## src/rtl/ovl_scan_pkg.sv

```systemverilog
package ovl_scan_pkg;

  // Pixel format codes seen on cfg_pix_fmt
  localparam logic [2:0] FMT_PAL8    = 3'd0;
  localparam logic [2:0] FMT_RGB1555 = 3'd1;
  localparam logic [2:0] FMT_RGB565  = 3'd2;
  localparam logic [2:0] FMT_XRGB32  = 3'd3;
  localparam logic [2:0] FMT_ARGB32  = 3'd4;

  typedef enum logic [1:0] {
    CLS_PAL8,
    CLS_HALF,
    CLS_WORD,
    CLS_FALLBACK
  } fmt_class_e;

  function automatic fmt_class_e classify_fmt(input logic [2:0] code);
    case (code)
      FMT_PAL8:               classify_fmt = CLS_PAL8;
      FMT_RGB1555, FMT_RGB565: classify_fmt = CLS_HALF;
      FMT_XRGB32, FMT_ARGB32:  classify_fmt = CLS_WORD;
      default:                classify_fmt = CLS_FALLBACK;
    endcase
  endfunction

endpackage

```

## src/rtl/ovl_burst_sel.sv

```systemverilog
module ovl_burst_sel
  import ovl_scan_pkg::*;
#(
  parameter int LW          = 16,
  parameter int WORD_BYTES  = 4,
  parameter int SHORT_WORDS = 8,
  parameter int LONG_WORDS  = 16
) (
  input  logic [2:0]    fmt,
  output logic [LW-1:0] burst_bytes
);
  localparam logic [LW-1:0] SHORT_B = LW'(SHORT_WORDS * WORD_BYTES);
  localparam logic [LW-1:0] LONG_B  = LW'(LONG_WORDS * WORD_BYTES);

  fmt_class_e cls;

  always_comb begin
    cls = classify_fmt(fmt);
    case (cls)
      CLS_PAL8: burst_bytes = SHORT_B;
      default:  burst_bytes = LONG_B;
    endcase
  end
endmodule

```

## src/rtl/ovl_chunk_len.sv

```systemverilog
module ovl_chunk_len #(
  parameter int LW = 16
) (
  input  logic [LW-1:0] remain,
  input  logic [LW-1:0] burst,
  output logic [LW-1:0] len
);
  always_comb len = (remain < burst) ? remain : burst;
endmodule

```

## src/rtl/ovl_line_walker.sv

```systemverilog
module ovl_line_walker #(
  parameter int AW  = 32,
  parameter int LW  = 16,
  parameter int LCW = 12
) (
  input  logic           clk,
  input  logic           rst,
  input  logic           frame_start,
  input  logic           gnt,
  input  logic [AW-1:0]  cfg_start,
  input  logic [AW-1:0]  cfg_end,
  input  logic [LW-1:0]  cfg_line,
  input  logic [LW-1:0]  cfg_skip,
  input  logic [LW-1:0]  burst_in,
  output logic           req,
  output logic [AW-1:0]  req_addr,
  output logic [LW-1:0]  req_len,
  output logic           done,
  output logic [LCW-1:0] cur_line
);
  // Frame-captured configuration
  logic [AW-1:0] end_q;
  logic [LW-1:0] line_q;
  logic [LW-1:0] skip_q;
  logic [LW-1:0] burst_q;
  logic [LW-1:0] pos_q;

  logic          seg_end;
  logic [AW-1:0] step;
  logic [AW:0]   nxt_addr_w;
  logic          nxt_done;
  logic [LW-1:0] nxt_pos;
  logic [LW-1:0] nxt_remain;
  logic [LW-1:0] nxt_len;
  logic [LW-1:0] first_len;
  logic          start_empty;

  always_comb begin
    seg_end    = ({1'b0, pos_q} + {1'b0, req_len}) >= {1'b0, line_q};
    step       = seg_end ? (AW'(req_len) + AW'(skip_q)) : AW'(req_len);
    nxt_addr_w = {1'b0, req_addr} + {1'b0, step};
    nxt_done   = nxt_addr_w >= {1'b0, end_q};
    nxt_pos    = seg_end ? '0 : (pos_q + req_len);
    nxt_remain = line_q - nxt_pos;
    start_empty = (cfg_line == '0) || (cfg_start >= cfg_end);
  end

  ovl_chunk_len #(.LW(LW)) u_next_chunk (
    .remain (nxt_remain),
    .burst  (burst_q),
    .len    (nxt_len)
  );

  ovl_chunk_len #(.LW(LW)) u_first_chunk (
    .remain (cfg_line),
    .burst  (burst_in),
    .len    (first_len)
  );

  always_ff @(posedge clk) begin
    if (rst) begin
      end_q    <= '0;
      line_q   <= '0;
      skip_q   <= '0;
      burst_q  <= '0;
      pos_q    <= '0;
      req      <= 1'b0;
      req_addr <= '0;
      req_len  <= '0;
      done     <= 1'b0;
      cur_line <= '0;
    end else if (frame_start) begin
      end_q    <= cfg_end;
      line_q   <= cfg_line;
      skip_q   <= cfg_skip;
      burst_q  <= burst_in;
      pos_q    <= '0;
      req_addr <= cfg_start;
      req_len  <= first_len;
      cur_line <= '0;
      req      <= !start_empty;
      done     <= start_empty;
    end else if (req && gnt) begin
      req_addr <= nxt_addr_w[AW-1:0];
      pos_q    <= nxt_pos;
      req_len  <= nxt_len;
      if (seg_end) cur_line <= cur_line + 1'b1;
      if (nxt_done) begin
        req  <= 1'b0;
        done <= 1'b1;
      end
    end
  end
endmodule

```

## src/rtl/ovl_scan_addr.sv

```systemverilog
module ovl_scan_addr #(
  parameter int AW          = 32,
  parameter int LW          = 16,
  parameter int LCW         = 12,
  parameter int WORD_BYTES  = 4,
  parameter int SHORT_WORDS = 8,
  parameter int LONG_WORDS  = 16
) (
  input  logic           clk,
  input  logic           rst,
  input  logic           frame_start,
  input  logic [AW-1:0]  cfg_start_addr,
  input  logic [AW-1:0]  cfg_end_addr,
  input  logic [LW-1:0]  cfg_line_bytes,
  input  logic [LW-1:0]  cfg_skip_bytes,
  input  logic [2:0]     cfg_pix_fmt,
  input  logic           gnt,
  output logic           req,
  output logic [AW-1:0]  req_addr,
  output logic [LW-1:0]  req_len,
  output logic           done,
  output logic [LCW-1:0] cur_line
);
  logic [LW-1:0] burst_bytes;

  ovl_burst_sel #(
    .LW          (LW),
    .WORD_BYTES  (WORD_BYTES),
    .SHORT_WORDS (SHORT_WORDS),
    .LONG_WORDS  (LONG_WORDS)
  ) u_burst_sel (
    .fmt         (cfg_pix_fmt),
    .burst_bytes (burst_bytes)
  );

  ovl_line_walker #(
    .AW  (AW),
    .LW  (LW),
    .LCW (LCW)
  ) u_walker (
    .clk         (clk),
    .rst         (rst),
    .frame_start (frame_start),
    .gnt         (gnt),
    .cfg_start   (cfg_start_addr),
    .cfg_end     (cfg_end_addr),
    .cfg_line    (cfg_line_bytes),
    .cfg_skip    (cfg_skip_bytes),
    .burst_in    (burst_bytes),
    .req         (req),
    .req_addr    (req_addr),
    .req_len     (req_len),
    .done        (done),
    .cur_line    (cur_line)
  );
endmodule

```

## config.mk

```make
export PLATFORM = sky130hd
export DESIGN_NAME = ovl_scan_addr
export DESIGN_NICKNAME = d
export VERILOG_FILES = /design/src/rtl/ovl_scan_pkg.sv /design/src/rtl/ovl_burst_sel.sv /design/src/rtl/ovl_chunk_len.sv /design/src/rtl/ovl_line_walker.sv /design/src/rtl/ovl_scan_addr.sv
export SDC_FILE = /design/constraint.sdc
export NUM_CORES = 1
export LEC_CHECK = 0
export ABC_AREA = 1
export BUFFER_PORTS_ARGS = -buffer_cell sky130_fd_sc_hd__buf_2
export CAP_MARGIN = 10
export CORE_ASPECT_RATIO = 1.2
export CORE_MARGIN = 1
export CORE_UTILIZATION = 24
export CTS_BUF_LIST = sky130_fd_sc_hd__clkbuf_8
export DETAILED_ROUTE_END_ITERATION = 6
export HOLD_SLACK_MARGIN = 0.05
export SETUP_SLACK_MARGIN = 0.2
export SLEW_MARGIN = 15
export SYNTH_ARGS = -nofsm -noshare
export SYNTH_HDL_FRONTEND = slang
export SYNTH_SLANG_ARGS = --single-unit
```

## constraint.sdc

```tcl
create_clock -name clk -period 6.9 [get_ports clk]
set_input_delay 0 -clock clk [delete_from_list [all_inputs] [get_ports clk]]
set_output_delay 0 -clock clk [all_outputs]
set_load 0.02 [all_outputs]
```

==> impl_results.md, run 1 <==
* Reg-to-reg critical path endpoint: u_walker.req
* Slowest stage delay, CP at 0.41 ns
* Number of flops mapped to enable cells by yosys at 0
* Vias at 11300
* Number of detailed-routing iterations run before antenna repair at 6
* Standard cell area after detailed placement at 12400 um2
* Internal power at 0.00155 W
* Total routing usage reported by global routing at 0.166
* Number of standard cells after synthesis at 1544
* Number of maximum-capacitance violations at 0
* Number of distinct library cells after synthesis at 56
* Combinational power share at 0.308
* Clk Tree Root Cell: sky130_fd_sc_hd__clkbuf_8
* Proportion of layout cells with a drive suffix above 1 at 0.198
* Mapped Avg Cell Area at 7.02 um2
* Dpl hpwl at 30.1 mm
* Synthesized netlist net count at 1798
* Clock Skews at 0.0144 ns
* Slew Limit Headroom at 0.339
* Core footprint at 44200 um2
* WS Path Type: reg2reg
* Setup TNS at 0 ns
* GP Congestion at 0.882
* Status: finished, final reports clean
* Maximum level of the CTS H-tree at 4
* Number of cells on the worst reg-to-reg path at 47
* Terminating pin of the worst hold path: u_walker.req_len[6]
* Net load switching power at 0.000814 W
* Clock latency at the later pin of the worst-skew pair at 0.51 ns
* Reg2Reg Setup Slack at 0.54 ns
* Die height at 235 um
* Slowest stage cell, crit path: sky130_fd_sc_hd__fa_2
* Finish-stage setup viols at 0
* Leakage power total at 6.75 nW
* Primary flip-flop cell chosen by synthesis mapping: sky130_fd_sc_hd__dfxtp_1
* Slew at the pin closest to its max-slew limit at 0.991 ns
* Routed Wire Length at 38.6 mm
* Origin of the worst min-delay path: cfg_pix_fmt[0]
* Proportion of total power due to net switching at 0.345
* Maximum number of buffers from clock root to sink at 2
* Power Dens Cells at 163 nW/um2
* Post-synthesis sequential area ratio at 0.266
* First-pass GRT wire length at 59.5 mm
* Number of nets in the layout at 2080
* Post-synthesis async set-or-reset flop share at 0
* CP most frequent cell: sky130_fd_sc_hd__nand2_1
* Clock tree from TritonCTS: yes
* Antenna Nets Post-Route at 0
* Initial antenna violation count at 3
* Routed via count divided by cell count at 4.64
* Sequential share of power at 0.383
* Maximum VDD drop at 0.134 mV
* Maximum frequency from static timing analysis at 157 MHz
* Worst hold path cell count at 7
* Vias in the first global route at 11200
* Count of final max-slew check failures at 0
* Final count of hold timing violations at 0
* Clock power share at 0.308
* Unrepaired setup endpoints after global routing: yes
* YS warnings at 0
* I/O pin count at 165
* DRC errors left at 0
* FP Rows at 84
* Area Growth Syn to Fin at 33.5%
* CTS clock-pin slew for the worst setup and hold paths at 0.09 ns
* Critical path's top delay family: simple AND/OR/NAND/NOR gates
* Final clock period utilization by the worst path at 0.921
* Area of the die at 46000 um2
* Initial standard-cell utilization of the core at 0.245
* Synth Register Bits at 144
* Number of sinks on the clock net at 144
* Maximum number of pins on one net before global-route repair at 53
* Per-cell routed wire length at 15.8 um
* Worst hold path type: in2reg
* Arrival time at the worst endpoint at 6.71 ns
* Nature of the critical path startpoint: flop
* Period minus WS final at 6.36 ns
* Combined area of all synthesized cells at 10800 um2
* Layout Cell Area excl Fill at 14500 um2
* Total CTS buffers at 17
* GRT overflow at 0
* Die X-Extent at 196 um
* Bufs and invs on worst path at 3
* Endpoint required time on the critical path at 7.25 ns
* Tightest hold margin at 0.148 ns
* Worst Setup End Kind: flop
* Max FO, Critical Path at 6
* Port Buf Inserts at 164
* Detailed router's first-iteration violation count at 637
* Worst reg2reg path startpoint: u_walker.req_len[0]
Yosys cell counts, types with 5 or more instances:
library cell,n,area (um2)
sky130_fd_sc_hd__nand2_1,363,1360
sky130_fd_sc_hd__ha_1,147,1840
sky130_fd_sc_hd__nand2_2,9,56.3
sky130_fd_sc_hd__nor4_1,8,50.1
sky130_fd_sc_hd__nand4_1,21,131
sky130_fd_sc_hd__a31oi_1,38,238
sky130_fd_sc_hd__xor2_1,42,368
sky130_fd_sc_hd__a21oi_2,9,78.8
sky130_fd_sc_hd__xnor2_1,18,158
sky130_fd_sc_hd__nor3_1,27,135
sky130_fd_sc_hd__inv_2,9,33.8
sky130_fd_sc_hd__o22ai_1,36,225
sky130_fd_sc_hd__o21ai_1,20,100
sky130_fd_sc_hd__clkbuf_1,41,154
sky130_fd_sc_hd__nand3_1,95,475
sky130_fd_sc_hd__nor2_1,73,274
sky130_fd_sc_hd__o21ai_0,63,315
sky130_fd_sc_hd__o21bai_1,6,45.0
sky130_fd_sc_hd__inv_1,193,724
sky130_fd_sc_hd__a21oi_1,114,571
sky130_fd_sc_hd__dfxtp_1,144,2880
sky130_fd_sc_hd__o21a_1,5,37.5
flip-flops by register name (all words and copies together), names as in the netlist:
name and cells:
u_walker.pos_q 16, u_walker.line_q 16, u_walker.burst_q 2, u_walker.req_addr 32, u_walker.req 1, u_walker.end_q 32, u_walker.req_len 16, u_walker.skip_q 16
u_walker.cur_line 12, u_walker.done 1
logic make-up after synthesis:
| family | share of synthesized area |
|---|---|
| buffers and inverters | 0.0870 |
| and+or+nand+nor | 0.253 |
| xor gates and xnor gates | 0.0500 |
| DFF | 0.266 |
| AOI/OAI and AO/OA | 0.168 |
| adders and majority gates | 0.177 |
how the worst max path moves through the flow:
stage	startpoint	endpoint	cells after the start
floorplan	u_walker.req_len[0]	u_walker.req	47
global placement	u_walker.req_len[0]	u_walker.req	46
detailed placement	u_walker.req_len[0]	u_walker.req	47
CTS	u_walker.req_len[0]	u_walker.req	47
global route	u_walker.req_len[0]	u_walker.req	47
finish	u_walker.req_len[0]	u_walker.req	47
placed cells by master, fill, tap and decap left out, types with 21 or more instances in the layout:
| master | count |
|---|---|
| sky130_fd_sc_hd__a21oi_1 | 102 |
| sky130_fd_sc_hd__a31oi_1 | 38 |
| sky130_fd_sc_hd__buf_2 | 164 |
| sky130_fd_sc_hd__buf_4 | 43 |
| sky130_fd_sc_hd__dfxtp_1 | 141 |
| sky130_fd_sc_hd__dlygate4sd3_1 | 98 |
| sky130_fd_sc_hd__ha_1 | 137 |
| sky130_fd_sc_hd__inv_1 | 191 |
| sky130_fd_sc_hd__nand2_1 | 352 |
| sky130_fd_sc_hd__nand3_1 | 89 |
| sky130_fd_sc_hd__nand4_1 | 21 |
| sky130_fd_sc_hd__nor2_1 | 66 |
| sky130_fd_sc_hd__nor3_1 | 23 |
| sky130_fd_sc_hd__o21ai_0 | 56 |
| sky130_fd_sc_hd__o21ai_1 | 21 |
| sky130_fd_sc_hd__o22ai_1 | 35 |
| sky130_fd_sc_hd__xor2_1 | 38 |
power by group through the flow:
stage                     sequential (W)  combinational (W)  clock (W)
after floorplan                 0.000928           0.000416          0
after global placement          0.000922           0.000614          0
after detailed placement        0.000922           0.000623          0
after CTS                       0.000903           0.000673   0.000741
after global routing            0.000908           0.000813   0.000770
final                           0.000904           0.000727   0.000728
what timing repair did:
action | CTS | global route
setup buffers | 0 | 24
resized for setup | 6 | 92
gates cloned | 0 | 3
setup endpoints to repair | 1 | 2
hold endpoints to repair | 105 | 0
pin swaps | 0 | 61
hold buffers | 98 | 0
per-layer routing:
layer  vias up  wire length (um)  track usage
li1       5751                 -            -
met1      5208             16800        0.196
met4         4              1530       0.0798
met2       272             18700        0.290
met5         -                23            0
met3        80              1470       0.0277
tightest hold or removal path, cell delays in order:
cell	delay, ns
sky130_fd_sc_hd__buf_2	0.07
sky130_fd_sc_hd__nor3_1	0.08
sky130_fd_sc_hd__nand2_1	0.08
sky130_fd_sc_hd__nand2_1	0.05
sky130_fd_sc_hd__o21ai_0	0.15
sky130_fd_sc_hd__inv_1	0.05
sky130_fd_sc_hd__a21oi_1	0.13
through the flow:
| step | util | worst slack (ns) | total power [W] | std cells |
|---|---|---|---|---|
| after detailed placement | 0.280 | 0.141 | 0.00154 | 2284 |
| final | 0.327 | 0.542 | 0.00236 | 2441 |
| after global routing | 0.327 | 0.0471 | 0.00249 | 2441 |
| after CTS | 0.313 | 0.212 | 0.00232 | 2413 |
| after floorplan | - | 0.722 | 0.00134 | 1544 |
| after global placement | 0.280 | 0.222 | 0.00154 | 2284 |
area by class of cell:
| type | count | area (um2) |
|---|---|---|
| Fill cell | 4722 | 29800 |
| Clock inverter | 11 | 139 |
| Multi-Input combinational cell | 1150 | 7440 |
| Sequential cell | 144 | 2890 |
| Inverter | 204 | 773 |
| Clock buffer | 20 | 275 |
| Antenna cell | 1 | 2.50 |
| Tap cell | 602 | 753 |
| Timing Repair Buffer | 309 | 2210 |
Power figures use the tool's default switching activity.
==> run 2, diff against run 1 <==
--- a/config.mk
+++ b/config.mk
@@ -8,7 +8,6 @@
 export ABC_AREA = 1
 export BUFFER_PORTS_ARGS = -buffer_cell sky130_fd_sc_hd__buf_2
 export CAP_MARGIN = 10
-export CORE_ASPECT_RATIO = 1.2
 export CORE_MARGIN = 1
 export CORE_UTILIZATION = 24
 export CTS_BUF_LIST = sky130_fd_sc_hd__clkbuf_8
==> run 2 against run 1 <==
Net effect:
- clock power about the same
- worst setup slack worse by 0.034 ns
- utilization down 0.29 points
- power about the same
- first-iteration DRC count down 3.9%
- clock-buffer cell count down 1
- wire length up 2.0%
- global-route usage up 0.064 points
- register-to-register slack worse by 0.03 ns
- combinational power up 0.6%
- hold slack better by 0.013 ns
- via count up 1.1%
==> impl_results.md, run 2 (synthesis results as in run 1) <==
* WS Path Type: reg2reg
* Core footprint at 44400 um2 (+0.38%)
* Number of nets in the layout at 2080 (unchanged)
* Final count of hold timing violations at 0 (unchanged)
* Total routing usage reported by global routing at 0.167 (+0.000640)
* Number of maximum-capacitance violations at 0 (unchanged)
* Final standard cell count with taps included and fillers excluded at 2431 (-0.41%)
* CP most frequent cell: sky130_fd_sc_hd__nand2_1
* Detailed router's first-iteration violation count at 612 (-3.9%)
* GP Congestion at 0.910 (+3.1%)
* Antenna Nets Post-Route at 0 (unchanged)
* Proportion of layout cells with a drive suffix above 1 at 0.194 (-0.00381)
* Max FO, Critical Path at 9 (+3)
* Commonest non-fill, non-tap cells in the layout: sky130_fd_sc_hd__nand2_1, sky130_fd_sc_hd__inv_1, sky130_fd_sc_hd__buf_2
* Die height at 215 um (-8.6%)
* Setup TNS at 0 ns (unchanged)
* Initial standard-cell utilization of the core at 0.244 (-0.000918)
* Worst hold path type: in2reg
* Leakage power total at 6.71 nW (-0.52%)
* Clock tree from TritonCTS: yes
* Clock latency at the later pin of the worst-skew pair at 0.48 ns (-0.03 ns)
* Clk Tree Root Cell: sky130_fd_sc_hd__clkbuf_8
* Maximum VDD drop at 0.118 mV (-12%)
* Placed Cells at 2273 (-0.48%)
* Vias at 11400 (+1.1%)
* GRT overflow at 0 (unchanged)
* Slowest stage cell, crit path: sky130_fd_sc_hd__dfxtp_4
* Endpoint required time on the critical path at 7.22 ns (-0.03 ns)
* Total CTS buffers at 17 (unchanged)
* Maximum number of pins on one net before global-route repair at 76 (+43%)
* Slowest stage delay, CP at 0.37 ns (-0.04 ns)
* Slew at the pin closest to its max-slew limit at 1.00 ns (+0.0110 ns)
* Clock Skews at 0.0158 ns (+0.00139 ns)
* Per-cell routed wire length at 16.2 um (+2.4%)
* Maximum level of the CTS H-tree at 4 (unchanged)
* Commonest non-fill, non-tap cell in the layout: sky130_fd_sc_hd__nand2_1
* Routed via count divided by cell count at 4.70 (+1.5%)
* Worst Setup End Kind: flop
* First-pass GRT wire length at 60.6 mm (+1.8%)
* Maximum frequency from static timing analysis at 156 MHz (-0.53%)
* Maximum number of buffers from clock root to sink at 2 (unchanged)
* Finish-stage setup viols at 0 (unchanged)
* Unrepaired setup endpoints after global routing: yes
* Initial antenna violation count at 3 (unchanged)
* Routed Wire Length at 39.4 mm (+2.0%)
* Slew Limit Headroom at 0.332 (-0.00733)
* Number of sinks on the clock net at 144 (unchanged)
* Area Growth Syn to Fin at 32.8%
* Number of detailed-routing iterations run before antenna repair at 5 (-1)
* Die X-Extent at 215 um (+9.4%)
* Largest registers: u_walker.end_q (32), u_walker.req_addr (32)
* PnR Total Power at 0.00236 W (about the same)
* Area of the die at 46000 um2 (about the same)
* FP Rows at 77 (-8.3%)
* I/O pin count at 165 (unchanged)
* Port Buf Inserts at 164 (unchanged)
* DRC errors left at 0 (unchanged)
* Status: finished, final reports clean
* Dpl hpwl at 30.1 mm (+0.27%)
* CTS clock-pin slew for the worst setup and hold paths at 0.09 ns (about the same)
* Nature of the critical path startpoint: flop
* Period minus WS final at 6.39 ns (+0.0336 ns)
* Final clock period utilization by the worst path at 0.926 (+0.00487)
* Count of final max-slew check failures at 0 (unchanged)
* Arrival time at the worst endpoint at 6.72 ns (about the same)
* Vias in the first global route at 11300 (+0.92%)
* Power Dens Cells at 164 nW/um2 (+0.60%)
-- run 2: cell count changes in the layout (fill, tap and decap cells not counted), sizes merged --
cell	delta
clkbuf	-2
clkinvlp	+2
clkinv	-1
inv	+1
-- run 2: final cells by class --
type | count | area, um2
antenna | 1 | 2.50
clock buffer | 19 | 262
clock inverter | 12 | 144
fill | 4753 | 30000
inverter | 204 | 773
multi-input combinational | 1150 | 7400
sequential | 144 | 2890
tap | 592 | 741
timing repair buffer | 308 | 2180
timing repair inverter | 1 | 8.76
-- run 2: final timing paths --
check / startpoint / endpoint / slack [ns] / cells past startpoint
max: u_walker.req_len[0] / u_walker.req / 0.51 / 46
min: frame_start / u_walker.skip_q[1] / 0.16 / 5
max reg2reg: u_walker.req_len[0] / u_walker.req / 0.51 / 46
min reg2reg: u_walker.end_q[0] / u_walker.end_q[0] / 0.46 / 2
-- run 2: repair_timing --
| action | in CTS | in global routing |
|---|---|---|
| endpoints found under the setup margin | 2 | 2 |
| setup buffers | 1 | 25 |
| resized for setup | 8 | 87 |
| hold endpoints to repair | 104 | 0 |
| pin swaps | 1 | 40 |
| gates cloned | 0 | 2 |
| hold buffers | 98 | 0 |
-- run 2: per-stage QoR --
| step | setup WS (ns) | util | instance area, um2 | hold WS (ns) |
|---|---|---|---|---|
| after floorplan | 0.722 | - | 10800 | 0.141 |
| after detailed placement | 0.0491 | 0.279 | 12400 | 0.235 |
| after CTS | 0.219 | 0.311 | 13800 | 0.162 |
| final | 0.508 | 0.324 | 14400 | 0.160 |
| after global placement | 0.240 | 0.279 | 12400 | 0.228 |
| after global routing | 0.0592 | 0.324 | 14400 | 0.193 |
-- run 2: layer usage --
metal,track usage,share of wire,up-vias
li1,-,-,5759
met2,0.287,0.47,286
met3,0.0311,0.047,67
met4,0.0633,0.032,4
met5,0,0.00058,-
met1,0.205,0.45,5321
-- run 2: report_power, final --
part           internal [W]  switching (W)
sequential         0.000869      0.0000341
combinational      0.000293       0.000438
clock              0.000370       0.000356
-- run 2: worst max-delay path, delay by kind of cell, from the launching register on --
family          cells  cell delay, ns
compound gates      7            0.78
xor+xnor            2            0.34
fa+ha+maj           5            1.52
buf+inv             3            0.33
flops               1            0.37
simple gates       29            2.88
